## config.mk

```make
export PLATFORM = sky130hd
export DESIGN_NAME = nmi_sleep_ctl
export DESIGN_NICKNAME = d
export VERILOG_FILES = /design/src/rtl/nsc_pkg.sv /design/src/rtl/nsc_regs.sv /design/src/rtl/nsc_nmi.sv /design/src/rtl/nsc_wake.sv /design/src/rtl/nmi_sleep_ctl.sv
export SDC_FILE = /design/constraint.sdc
export NUM_CORES = 1
export LEC_CHECK = 0
export BUFFER_PORTS_ARGS = -buffer_cell sky130_fd_sc_hd__buf_4
export CORE_ASPECT_RATIO = 2
export CORE_MARGIN = 2
export CORE_UTILIZATION = 35
export CTS_CLUSTER_DIAMETER = 120
export DETAILED_ROUTE_END_ITERATION = 8
export PLACE_DENSITY_LB_ADDON = 0.1
export SLEW_MARGIN = 20
export SYNTH_ARGS = -nofsm -noshare
export SYNTH_HDL_FRONTEND = slang
export SYNTH_HIERARCHICAL = 1
export SYNTH_SLANG_ARGS = --single-unit
export TNS_END_PERCENT = 30
```

## constraint.sdc

```tcl
create_clock -name clk -period 6.1 [get_ports clk]
set_clock_uncertainty 0.15 [all_clocks]
set_input_delay 0.915 -clock clk [delete_from_list [all_inputs] [get_ports clk]]
set_output_delay 0.915 -clock clk [all_outputs]
set_load 0.01 [all_outputs]
```

## src/rtl/nsc_pkg.sv

```systemverilog
package nsc_pkg;
   localparam int unsigned BANK_W      = 32;
   localparam int unsigned BIT_LIGHT   = 0;
   localparam int unsigned BIT_WIC_REQ = 1;
   localparam int unsigned BIT_WIC_ACK = 2;
endpackage

```

## src/rtl/nsc_regs.sv

```systemverilog
module nsc_regs
   import nsc_pkg::*;
#(
   parameter int unsigned NUM_IRQ = 52,
   parameter int unsigned ADDR_W  = 12
) (
   input  logic                clk,
   input  logic                rst_sys_n,
   input  logic                rst_warm_n,
   input  logic                psel,
   input  logic                penable,
   input  logic                pwrite,
   input  logic [ADDR_W-1:0]   paddr,
   input  logic [BANK_W-1:0]   pwdata,
   output logic [BANK_W-1:0]   prdata,
   output logic                pslverr,
   input  logic                wic_en_ack,
   output logic [NUM_IRQ-1:0]  mask_o,
   output logic                light_o,
   output logic                wic_req_o
);
   localparam int unsigned NUM_BANKS = (NUM_IRQ + BANK_W - 1) / BANK_W;
   localparam int unsigned WORD_W    = ADDR_W - 2;
   localparam int unsigned PAD_W     = NUM_BANKS * BANK_W;
   localparam logic [WORD_W-1:0] SLEEP_IDX = WORD_W'(NUM_BANKS);

   if (ADDR_W < 4) begin : g_bad_addr
      $error("nsc_regs: ADDR_W must be at least 4");
   end
   if (NUM_IRQ < 1 || NUM_BANKS >= (1 << WORD_W)) begin : g_bad_irq
      $error("nsc_regs: NUM_IRQ does not fit the address window");
   end

   logic              access;
   logic              hit;
   logic              wr_en;
   logic [WORD_W-1:0] word;
   logic              mask_rst_n;
   logic [PAD_W-1:0]  mask_pad;

   assign word       = paddr[ADDR_W-1:2];
   assign access     = psel & penable;
   assign hit        = (paddr[1:0] == 2'b00) && (word <= SLEEP_IDX);
   assign pslverr    = access & ~hit;
   assign wr_en      = access & pwrite & hit;
   assign mask_rst_n = rst_sys_n & rst_warm_n;

   for (genvar b = 0; b < NUM_BANKS; b++) begin : g_bank
      localparam int unsigned LO = b * BANK_W;
      localparam int unsigned W  = ((NUM_IRQ - LO) > BANK_W) ? BANK_W : (NUM_IRQ - LO);
      logic [W-1:0] bank_q;
      always_ff @(posedge clk or negedge mask_rst_n) begin
         if (!mask_rst_n) begin
            bank_q <= '0;
         end else if (wr_en && word == WORD_W'(b)) begin
            bank_q <= pwdata[W-1:0];
         end
      end
      assign mask_o[LO +: W] = bank_q;
   end

   always_ff @(posedge clk or negedge rst_sys_n) begin
      if (!rst_sys_n) begin
         light_o   <= 1'b0;
         wic_req_o <= 1'b1;
      end else if (wr_en && word == SLEEP_IDX) begin
         light_o   <= pwdata[BIT_LIGHT];
         wic_req_o <= pwdata[BIT_WIC_REQ];
      end
   end

   always_comb begin
      mask_pad = '0;
      mask_pad[NUM_IRQ-1:0] = mask_o;
      prdata = '0;
      if (psel && !pwrite && hit) begin
         if (word == SLEEP_IDX) begin
            prdata[BIT_LIGHT]   = light_o;
            prdata[BIT_WIC_REQ] = wic_req_o;
            prdata[BIT_WIC_ACK] = wic_en_ack;
         end else begin
            for (int b = 0; b < NUM_BANKS; b++) begin
               if (word == WORD_W'(b)) prdata = mask_pad[b*BANK_W +: BANK_W];
            end
         end
      end
   end
endmodule

```

## src/rtl/nsc_nmi.sv

```systemverilog
module nsc_nmi #(
   parameter int unsigned NUM_IRQ = 52
) (
   input  logic [NUM_IRQ-1:0] irq_in,
   input  logic [NUM_IRQ-1:0] mask,
   output logic               nmi_req
);
   if (NUM_IRQ < 1) begin : g_bad
      $error("nsc_nmi: NUM_IRQ must be positive");
   end
   assign nmi_req = |(irq_in & mask);
endmodule

```

## src/rtl/nsc_wake.sv

```systemverilog
module nsc_wake #(
   parameter int unsigned WAKE_DELAY = 5
) (
   input  logic clk,
   input  logic rst_n,
   input  logic sleeping,
   input  logic sleep_deep,
   input  logic light,
   output logic clk_req,
   output logic wake_ready
);
   assign clk_req = ~(sleeping & (sleep_deep | ~light));

   if (WAKE_DELAY == 0) begin : g_nodelay
      assign wake_ready = clk_req;
   end else begin : g_delay
      localparam int unsigned CNT_W = $clog2(WAKE_DELAY + 1);
      localparam logic [CNT_W-1:0] LOAD = CNT_W'(WAKE_DELAY);
      logic [CNT_W-1:0] cnt_q;
      always_ff @(posedge clk or negedge rst_n) begin
         if (!rst_n) begin
            cnt_q <= '0;
         end else if (!clk_req) begin
            cnt_q <= LOAD;
         end else if (cnt_q != '0) begin
            cnt_q <= cnt_q - 1'b1;
         end
      end
      assign wake_ready = clk_req && (cnt_q == '0);
   end
endmodule

```

## src/rtl/nmi_sleep_ctl.sv

```systemverilog
module nmi_sleep_ctl #(
   parameter int unsigned NUM_IRQ    = 52,
   parameter int unsigned ADDR_W     = 12,
   parameter int unsigned WAKE_DELAY = 5
) (
   input  logic               clk,
   input  logic               rst_sys_n,
   input  logic               rst_warm_n,
   input  logic               psel,
   input  logic               penable,
   input  logic               pwrite,
   input  logic [ADDR_W-1:0]  paddr,
   input  logic [31:0]        pwdata,
   output logic [31:0]        prdata,
   output logic               pready,
   output logic               pslverr,
   input  logic [NUM_IRQ-1:0] irq_in,
   output logic               nmi_req,
   input  logic               sleeping,
   input  logic               sleep_deep,
   output logic               clk_req,
   output logic               wake_ready,
   output logic               wic_en_req,
   input  logic               wic_en_ack
);
   logic [NUM_IRQ-1:0] mask;
   logic               light;

   assign pready = 1'b1;

   nsc_regs #(.NUM_IRQ(NUM_IRQ), .ADDR_W(ADDR_W)) i_regs (
      .clk(clk), .rst_sys_n(rst_sys_n), .rst_warm_n(rst_warm_n),
      .psel(psel), .penable(penable), .pwrite(pwrite), .paddr(paddr),
      .pwdata(pwdata), .prdata(prdata), .pslverr(pslverr),
      .wic_en_ack(wic_en_ack), .mask_o(mask), .light_o(light),
      .wic_req_o(wic_en_req)
   );

   nsc_nmi #(.NUM_IRQ(NUM_IRQ)) i_nmi (
      .irq_in(irq_in), .mask(mask), .nmi_req(nmi_req)
   );

   nsc_wake #(.WAKE_DELAY(WAKE_DELAY)) i_wake (
      .clk(clk), .rst_n(rst_sys_n), .sleeping(sleeping),
      .sleep_deep(sleep_deep), .light(light), .clk_req(clk_req),
      .wake_ready(wake_ready)
   );
endmodule

```

==> results of run 1 <==
-- flip-flops by register name, summed over array words and instances, names as in the netlist --
register and count:
i_regs/g_bank.bank_q 52, i_regs/wic_req_o 1, i_regs/light_o 1, i_wake/g_delay.cnt_q 3
-- through the flow --
step                util [%]  hold WS, ps  setup slack, ps  instance area [um2]  power, W
floorplan                  -          329             3000                 3220  0.000422
global route            51.7          243             2050                 4630   0.00102
CTS                     51.7          238             2160                 4630  0.000986
global placement        48.4          349             2250                 4330  0.000488
detailed placement      48.4          361             2160                 4330  0.000490
finish                  51.7          249             2240                 4630  0.000974
-- critical path, cell delays in order --
cell	delay, ps
sky130_fd_sc_hd__buf_4	120
sky130_fd_sc_hd__nor4_4	470
sky130_fd_sc_hd__nand4_1	500
sky130_fd_sc_hd__buf_4	410
sky130_fd_sc_hd__nor3b_1	220
sky130_fd_sc_hd__buf_4	150
-- metal layers --
metal  track usage, %  vias to the layer above
met3             3.69                       16
li1                 -                     1214
met1             21.3                     1287
met2             34.6                       96
met4             7.05                        0
met5                0                        -
-- Yosys cell counts, types with 2 or more instances --
cell type                   n
sky130_fd_sc_hd__nor4_4     2
sky130_fd_sc_hd__dfrtp_1   56
sky130_fd_sc_hd__nor3b_1   14
sky130_fd_sc_hd__a22oi_1    3
sky130_fd_sc_hd__a221oi_1   5
sky130_fd_sc_hd__buf_6      4
sky130_fd_sc_hd__nor2_1    19
sky130_fd_sc_hd__mux2_4    30
sky130_fd_sc_hd__or2_2      3
sky130_fd_sc_hd__clkbuf_1   2
sky130_fd_sc_hd__mux2_1     3
sky130_fd_sc_hd__a21oi_1    3
sky130_fd_sc_hd__a221oi_2   6
sky130_fd_sc_hd__buf_2      4
sky130_fd_sc_hd__inv_1      3
sky130_fd_sc_hd__nand2_1    8
sky130_fd_sc_hd__mux2i_1   21
sky130_fd_sc_hd__a22o_1    11
sky130_fd_sc_hd__nand4_1    5
sky130_fd_sc_hd__nor2b_1    3
sky130_fd_sc_hd__ha_1       2
sky130_fd_sc_hd__mux2_2    21
-- power groups by stage --
stage / combinational, W / sequential (W) / clock [W]
after floorplan: 0.0000312 / 0.000391 / 0
after global placement: 0.0000968 / 0.000391 / 0
after detailed placement: 0.0000988 / 0.000392 / 0
after CTS: 0.0000989 / 0.000385 / 0.000502
after global routing: 0.000107 / 0.000386 / 0.000523
final: 0.0000972 / 0.000385 / 0.000491
-- cells by family (layout without fill, tap and decap cells) --
group / after synthesis / after routing / synth area share (%)
mux: 75 / 75 / 28.9
simple gates: 65 / 65 / 12.8
flops: 57 / 57 / 44.3
compound gates: 32 / 32 / 9.43
buf+inv: 16 / 162 / 3.38
fa+ha+maj: 2 / 2 / 0.776
other cells: 1 / 1 / 0.116
xor+xnor: 1 / 1 / 0.272
-- worst min-delay path by stage --
stage / start / depth (start not counted) / slack [ps] / to
2_1_floorplan: i_wake/g_delay.cnt_q[2] / 2 / 330 / i_wake/g_delay.cnt_q[2]
3_3_place_gp: i_wake/g_delay.cnt_q[2] / 2 / 350 / i_wake/g_delay.cnt_q[2]
3_5_place_dp: i_wake/g_delay.cnt_q[2] / 2 / 360 / i_wake/g_delay.cnt_q[2]
4_1_cts: rst_sys_n / 1 / 240 / i_wake/g_delay.cnt_q[2]
5_1_grt: rst_sys_n / 1 / 240 / i_wake/g_delay.cnt_q[2]
6_report: rst_sys_n / 1 / 250 / i_wake/g_delay.cnt_q[2]
-- layout make-up --
| cell class | instances | area (um2) | share of cell area [%] |
|---|---|---|---|
| timing repair buffer | 143 | 1070 | 23.2 |
| tap | 102 | 128 | 2.76 |
| inverter | 3 | 11.3 | 0.243 |
| clock buffer | 11 | 243 | 5.25 |
| clock inverter | 5 | 55.1 | 1.19 |
| sequential | 57 | 1430 | 30.9 |
| multi-input combinational | 176 | 1690 | 36.5 |
==> impl_results.rst, run 1 <==
.. list-table::
   :header-rows: 1

   * - Metric
     - Value
   * - Result of the run
     - complete, no violations
   * - Number of CTS-inserted buffers
     - 9
   * - Capturing point of the worst reg2reg path
     - i_wake/g_delay.cnt_q[0]
   * - Clk sink count
     - 57
   * - Logic gate share of total power
     - 10.0%
   * - Count of flip-flops with a built-in enable after synthesis
     - 0
   * - DRC viols
     - 0
   * - Sequential-to-total area share from yosys stat
     - 44.3%
   * - Worst endpoint data arrival time
     - 2800 ps
   * - #FFs+latches synth
     - 57
   * - Reported max-cap violation count
     - 0
   * - Crit Reg-Reg Startpoint
     - i_wake/g_delay.cnt_q[0]
   * - Highest Signal Layer
     - met4
   * - Via Count
     - about 2.6k
   * - Synth Net Count
     - about 360
   * - Library cell with the largest summed area after synthesis
     - sky130_fd_sc_hd__dfrtp_1
   * - Highest clock frequency the design can meet
     - about 260 MHz
   * - Met1 layer wirelength in the final routing
     - between 3 and 4 mm
   * - Effective utilization at floorplan
     - 36.0%
   * - VDD IR max
     - 191 uV
   * - Total power density per cell area
     - 210 nW/um2
   * - Standard-cell rows
     - 49
   * - Via count of the first global-routing pass
     - 2878
   * - IO Port Bufs
     - 141
   * - Clock network fraction of total power
     - roughly 50%
   * - Worst reg2reg path depth
     - 5
   * - Gate count after technology mapping
     - 249
   * - Worst Path Max Fanout
     - 21
   * - Commonest non-fill, non-tap cells in the layout
     - sky130_fd_sc_hd__buf_4 (143), sky130_fd_sc_hd__dfrtp_1 (56), sky130_fd_sc_hd__mux2_4 (30)
   * - Hold-fix buffers, CTS
     - 0
   * - Fraction of layout instances using a drive strength above 1
     - 57.0%
   * - Net switching power of the design
     - about 0.00021 W
   * - Critical path capture point
     - prdata[24]
   * - Core Box Area
     - 8950 um2
   * - Top cells by area in the synthesized netlist
     - sky130_fd_sc_hd__dfrtp_1 (43%), sky130_fd_sc_hd__mux2_4 (14%), sky130_fd_sc_hd__mux2_2 (7.3%)
   * - Total iterations of the first detailed-routing run
     - 4
   * - Detail Route met2 WL
     - 5.17 mm
   * - Die Span Y
     - between 100 and 150 um
   * - Most common cell after layout, fill and taps aside
     - sky130_fd_sc_hd__buf_4
   * - CTS Root Cell
     - sky130_fd_sc_hd__clkbuf_16
   * - Count of cell types in the netlist
     - 43
   * - Detailed-route vias per instance
     - 5.26
   * - Pins Over Slew Limit
     - 0
   * - Internal power
     - 0.000765 W
   * - Number of resized instances in the post-cts repair step
     - 0
   * - Die area
     - 10000 um2
   * - Most used flip-flop cell after synthesis
     - sky130_fd_sc_hd__dfrtp_1
   * - Endpoint kind of the worst setup timing path
     - output port
   * - Antenna Diode Count
     - 0
   * - Post-synthesis async set-or-reset flop share
     - 100%
   * - Syn. warnings
     - 6
   * - Global-route usage over all layers
     - 19.0%
   * - Startpoint type of the worst setup path
     - input pin
   * - Static Leak
     - 2.38 nW
   * - Layout fillers
     - 830
   * - Crit. Startpoint
     - paddr[1]
   * - Largest net degree at the start of global routing
     - 53
   * - Kind of path behind the tightest hold check
     - in2async
   * - CTS tree
     - built
   * - Combined area of all synthesized cells
     - 3220 um2
   * - Clk pin slew, worst setup/hold paths
     - 50 ps
   * - Final hold violations
     - 0
   * - Net Sw Frac
     - 21.4%
   * - Area delta synth->final
     - 43.5%
   * - Wire length reported by the detailed router
     - 9.27 mm
   * - Unrepaired setup endpoints after global routing
     - no
   * - Routability Congestion
     - around 0.81
   * - Setup-failing EPs final
     - 0
   * - Clock insertion delay at the later pin of the skew report
     - 310 ps
   * - Share of the cycle needed by the critical path after routing
     - 63.4%
   * - Per-cell routed wire length
     - around 19 um
   * - HPWL after DPL
     - 6.93 mm
   * - Final ANT Viol Nets
     - 0
   * - CTS Buffer Depth
     - 2
   * - Transition time at the pin with the least slew margin
     - 926 ps
   * - Number of standard cells in the final layout excluding fillers
     - roughly 500
   * - Synth Area per Inst
     - roughly 13 um2
   * - Worst slew margin relative to its limit
     - 38.2%
   * - Number of buffers inserted to repair setup after CTS
     - 0
   * - Post-Route Setup TNS
     - 0 ps
   * - Worst setup path category
     - in2out
   * - Top-level I/O count
     - 143
   * - Area share of the leading cell type in the synthesized netlist
     - 43.5%
   * - Fin nets
     - 497
   * - Antenna violations before repair
     - 0
   * - Worst setup slack for register-to-register paths
     - between 4000 and 5000 ps
   * - First DRT Iteration DRCs
     - 95
   * - Wire length on met3
     - around 490 um
   * - Minimum clock period
     - 3860 ps
   * - Required time of the critical path
     - 5030 ps
   * - First-pass GRT wire length
     - ~15 mm
   * - H-tree depth
     - 3
   * - Placed Cells incl. Taps
     - 481
   * - Horizontal extent of the die
     - 71.9 um
   * - Aggregate global routing overflow
     - 0
   * - Sequential share of power
     - 39.6%
Power figures use the tool's default switching activity.
==> inputs of run 2 (changes only) <==
==> constraint.sdc (replaced) <==
create_clock -name clk -period 3.4 [get_ports clk]
set_clock_uncertainty 0.15 [all_clocks]
set_input_delay 0.51 -clock clk [delete_from_list [all_inputs] [get_ports clk]]
set_output_delay 0.51 -clock clk [all_outputs]
set_load 0.01 [all_outputs]
==> run 2 against run 1 <==
Net effect: count of clock-buffer cells in the layout did not move; design area is 0.22% lower; via count is 1.2% lower; sequential power is 80% higher; critical path depth decreased by 1; sequential share of layout area rose by 0.067 points; global-route usage is essentially flat; final cell count grew 0.40%; first-iteration DRC count shrank 32%; largest power group unchanged; highest routed layer unchanged.
==> impl_results.rst, run 2 (synthesis results as in run 1) <==
.. list-table::
   :header-rows: 1

   * - Metric
     - Value
   * - Most common cell after layout, fill and taps aside
     - sky130_fd_sc_hd__buf_4
   * - Number of CTS-inserted buffers
     - 9
   * - Pins Over Slew Limit
     - 0
   * - Critical path capture point
     - nmi_req
   * - First-pass GRT wire length
     - 14.2 mm
   * - Capturing point of the worst reg2reg path
     - i_wake/g_delay.cnt_q[0]
   * - CTS tree
     - built
   * - Largest registers ranked by flip-flop count
     - i_regs/g_bank.bank_q (52), i_wake/g_delay.cnt_q (3)
   * - Antenna violations before repair
     - 0
   * - HPWL after DPL
     - 7.05 mm
   * - Endpoint kind of the worst setup timing path
     - output port
   * - Antenna Diode Count
     - 0
   * - Transition time at the pin with the least slew margin
     - 918 ps
   * - Unrepaired setup endpoints after global routing
     - no
   * - Total power density per cell area
     - between 300 and 400 nW/um2
   * - Number of buffers inserted to repair setup after CTS
     - 0
   * - Worst reg2reg path depth
     - 5
   * - Busiest layer in global routing
     - met2
   * - Worst Path Max Fanout
     - 3
   * - Top-level I/O count
     - 143
   * - IO Port Bufs
     - 141
   * - Met1 global-route usage
     - between 15 and 20%
   * - Final hold violations
     - 0
   * - Die Span Y
     - 140 um
   * - CTS Buffer Depth
     - 2
   * - Worst hold slack across all endpoints
     - about 270 ps
   * - Via Count
     - between 2k and 3k
   * - Highest clock frequency the design can meet
     - around 360 MHz
   * - Met3 usage
     - 4.49%
   * - Routability Congestion
     - 0.806
   * - Total iterations of the first detailed-routing run
     - 4
   * - Area delta synth->final
     - 43.2%
   * - Global-route usage over all layers
     - 19.0%
   * - Die area
     - ~10000 um2
   * - Effective utilization at floorplan
     - 36.0%
   * - Clk pin slew, worst setup/hold paths
     - 50 ps
   * - Post-Route Setup TNS
     - 0 ps
   * - Seq. cell area
     - 1430 um2
   * - Largest register by flop count
     - i_regs/g_bank.bank_q
   * - Reported max-cap violation count
     - 0
   * - First DRT Iteration DRCs
     - 65
   * - Detailed-route vias per instance
     - 5.17
   * - Aggregate global routing overflow
     - 0
   * - Startpoint type of the worst setup path
     - flip-flop
   * - Fin nets
     - 500
   * - Worst setup path category
     - reg2out
   * - Worst min-delay path startpoint
     - pwdata[26]
   * - Crit. Startpoint
     - i_regs/g_bank[0].bank_q[26]
   * - Horizontal extent of the die
     - 71.9 um
   * - DRC viols
     - 0
   * - Worst setup slack for register-to-register paths
     - roughly 2100 ps
   * - CTS Root Cell
     - sky130_fd_sc_hd__clkbuf_16
   * - Clk sink count
     - 57
   * - Core Box Area
     - between 8000 and 9000 um2
   * - Setup WS post-layout
     - 649 ps
   * - Minimum clock period
     - between 2000 and 3000 ps
   * - Number of flip-flops under the largest register name
     - 52
   * - Commonest non-fill, non-tap cells in the layout
     - sky130_fd_sc_hd__buf_4 (145), sky130_fd_sc_hd__dfrtp_1 (56), sky130_fd_sc_hd__mux2_4 (30)
   * - Share of the cycle needed by the critical path after routing
     - 80.9%
   * - Via count of the first global-routing pass
     - around 2.8k
   * - Fraction of layout instances using a drive strength above 1
     - 56.9%
   * - Area of the multi-input gates
     - 1690 um2
   * - Met2 routing resource usage after global routing
     - 35.3%
   * - Standard-cell rows
     - approximately 50
   * - VDD IR max
     - 234 uV
   * - Clock insertion delay at the later pin of the skew report
     - 320 ps
   * - Kind of path behind the tightest hold check
     - in2reg
   * - Worst slew margin relative to its limit
     - 38.7%
   * - Wire length reported by the detailed router
     - 9.27 mm
   * - Required time of the critical path
     - 2740 ps
   * - Pre-CTS setup slack
     - around 670 ps
   * - Final ANT Viol Nets
     - 0
   * - Largest net degree at the start of global routing
     - 40
   * - Result of the run
     - complete, no violations
   * - Static Leak
     - about 2.4 nW
   * - Crit Reg-Reg Startpoint
     - i_wake/g_delay.cnt_q[0]
   * - Per-cell routed wire length
     - 18.6 um
   * - Setup-failing EPs final
     - 0
   * - Layout fillers
     - 866
   * - H-tree depth
     - 3
   * - Worst endpoint data arrival time
     - about 2100 ps
## run 2: cell types whose count changed in the layout (fill, tap and decap cells not counted), sizes merged
cell | before | now
clkinv | 2 | 4
bufinv | 1 | 0
clkinvlp | 2 | 0
buf | 143 | 145
dlygate4sd3 | 0 | 1
## run 2: how the worst min path moves through the flow
stage	end	slack, ps	cells past startpoint
2_1_floorplan	i_regs/light_o	60	0
3_3_place_gp	i_wake/g_delay.cnt_q[1]	170	1
3_5_place_dp	i_wake/g_delay.cnt_q[1]	170	1
4_1_cts	i_regs/g_bank[0].bank_q[26]	250	2
5_1_grt	i_regs/g_bank[0].bank_q[26]	250	2
6_report	i_regs/g_bank[0].bank_q[26]	270	2
## run 2: repair_timing
item / in CTS / in global routing
setup endpoints to repair: 0 / 0
gates resized for setup: 0 / 0
hold buffers: 1 / 0
endpoints found under the hold margin: 5 / 0
## run 2: worst max-delay path, stage by stage, from the launching register on
cell and delay (ps):
sky130_fd_sc_hd__dfrtp_1 390, sky130_fd_sc_hd__a22o_1 220, sky130_fd_sc_hd__a221oi_1 350, sky130_fd_sc_hd__nand4_1 190
sky130_fd_sc_hd__or4_1 450, sky130_fd_sc_hd__buf_4 160
## run 2: per-layer routing
metal  wire (um)  vias up
met3         450       11
met4         161        0
met5           0        -
met1        3440     1264
li1            -     1225
met2        5210       82
## run 2: area by class of cell
class,count,share of cell area [%]
Clock buffer,11,5.26
Clock inverter,4,0.434
Inverter,3,0.244
Multi-Input combinational cell,176,36.6
Sequential cell,57,30.9
Tap cell,102,2.76
Timing Repair Buffer,146,23.8
## run 2: per-stage QoR
step | power [W] | cells | util [%] | area, um2
CTS | 0.00168 | 499 | 51.6 | 4620
global placement | 0.000877 | 483 | 48.5 | 4340
detailed placement | 0.000880 | 483 | 48.5 | 4340
floorplan | 0.000757 | 249 | - | 3220
global route | 0.00172 | 499 | 51.6 | 4620
finish | 0.00165 | 499 | 51.6 | 4620
## run 2: power breakdown
part	switching (W)	internal [W]	total [W]	leakage, nW
logic	0.0000719	0.000103	0.000175	1.47
clock network	0.000287	0.000501	0.000788	0.135
registers	0.00000451	0.000687	0.000692	0.777
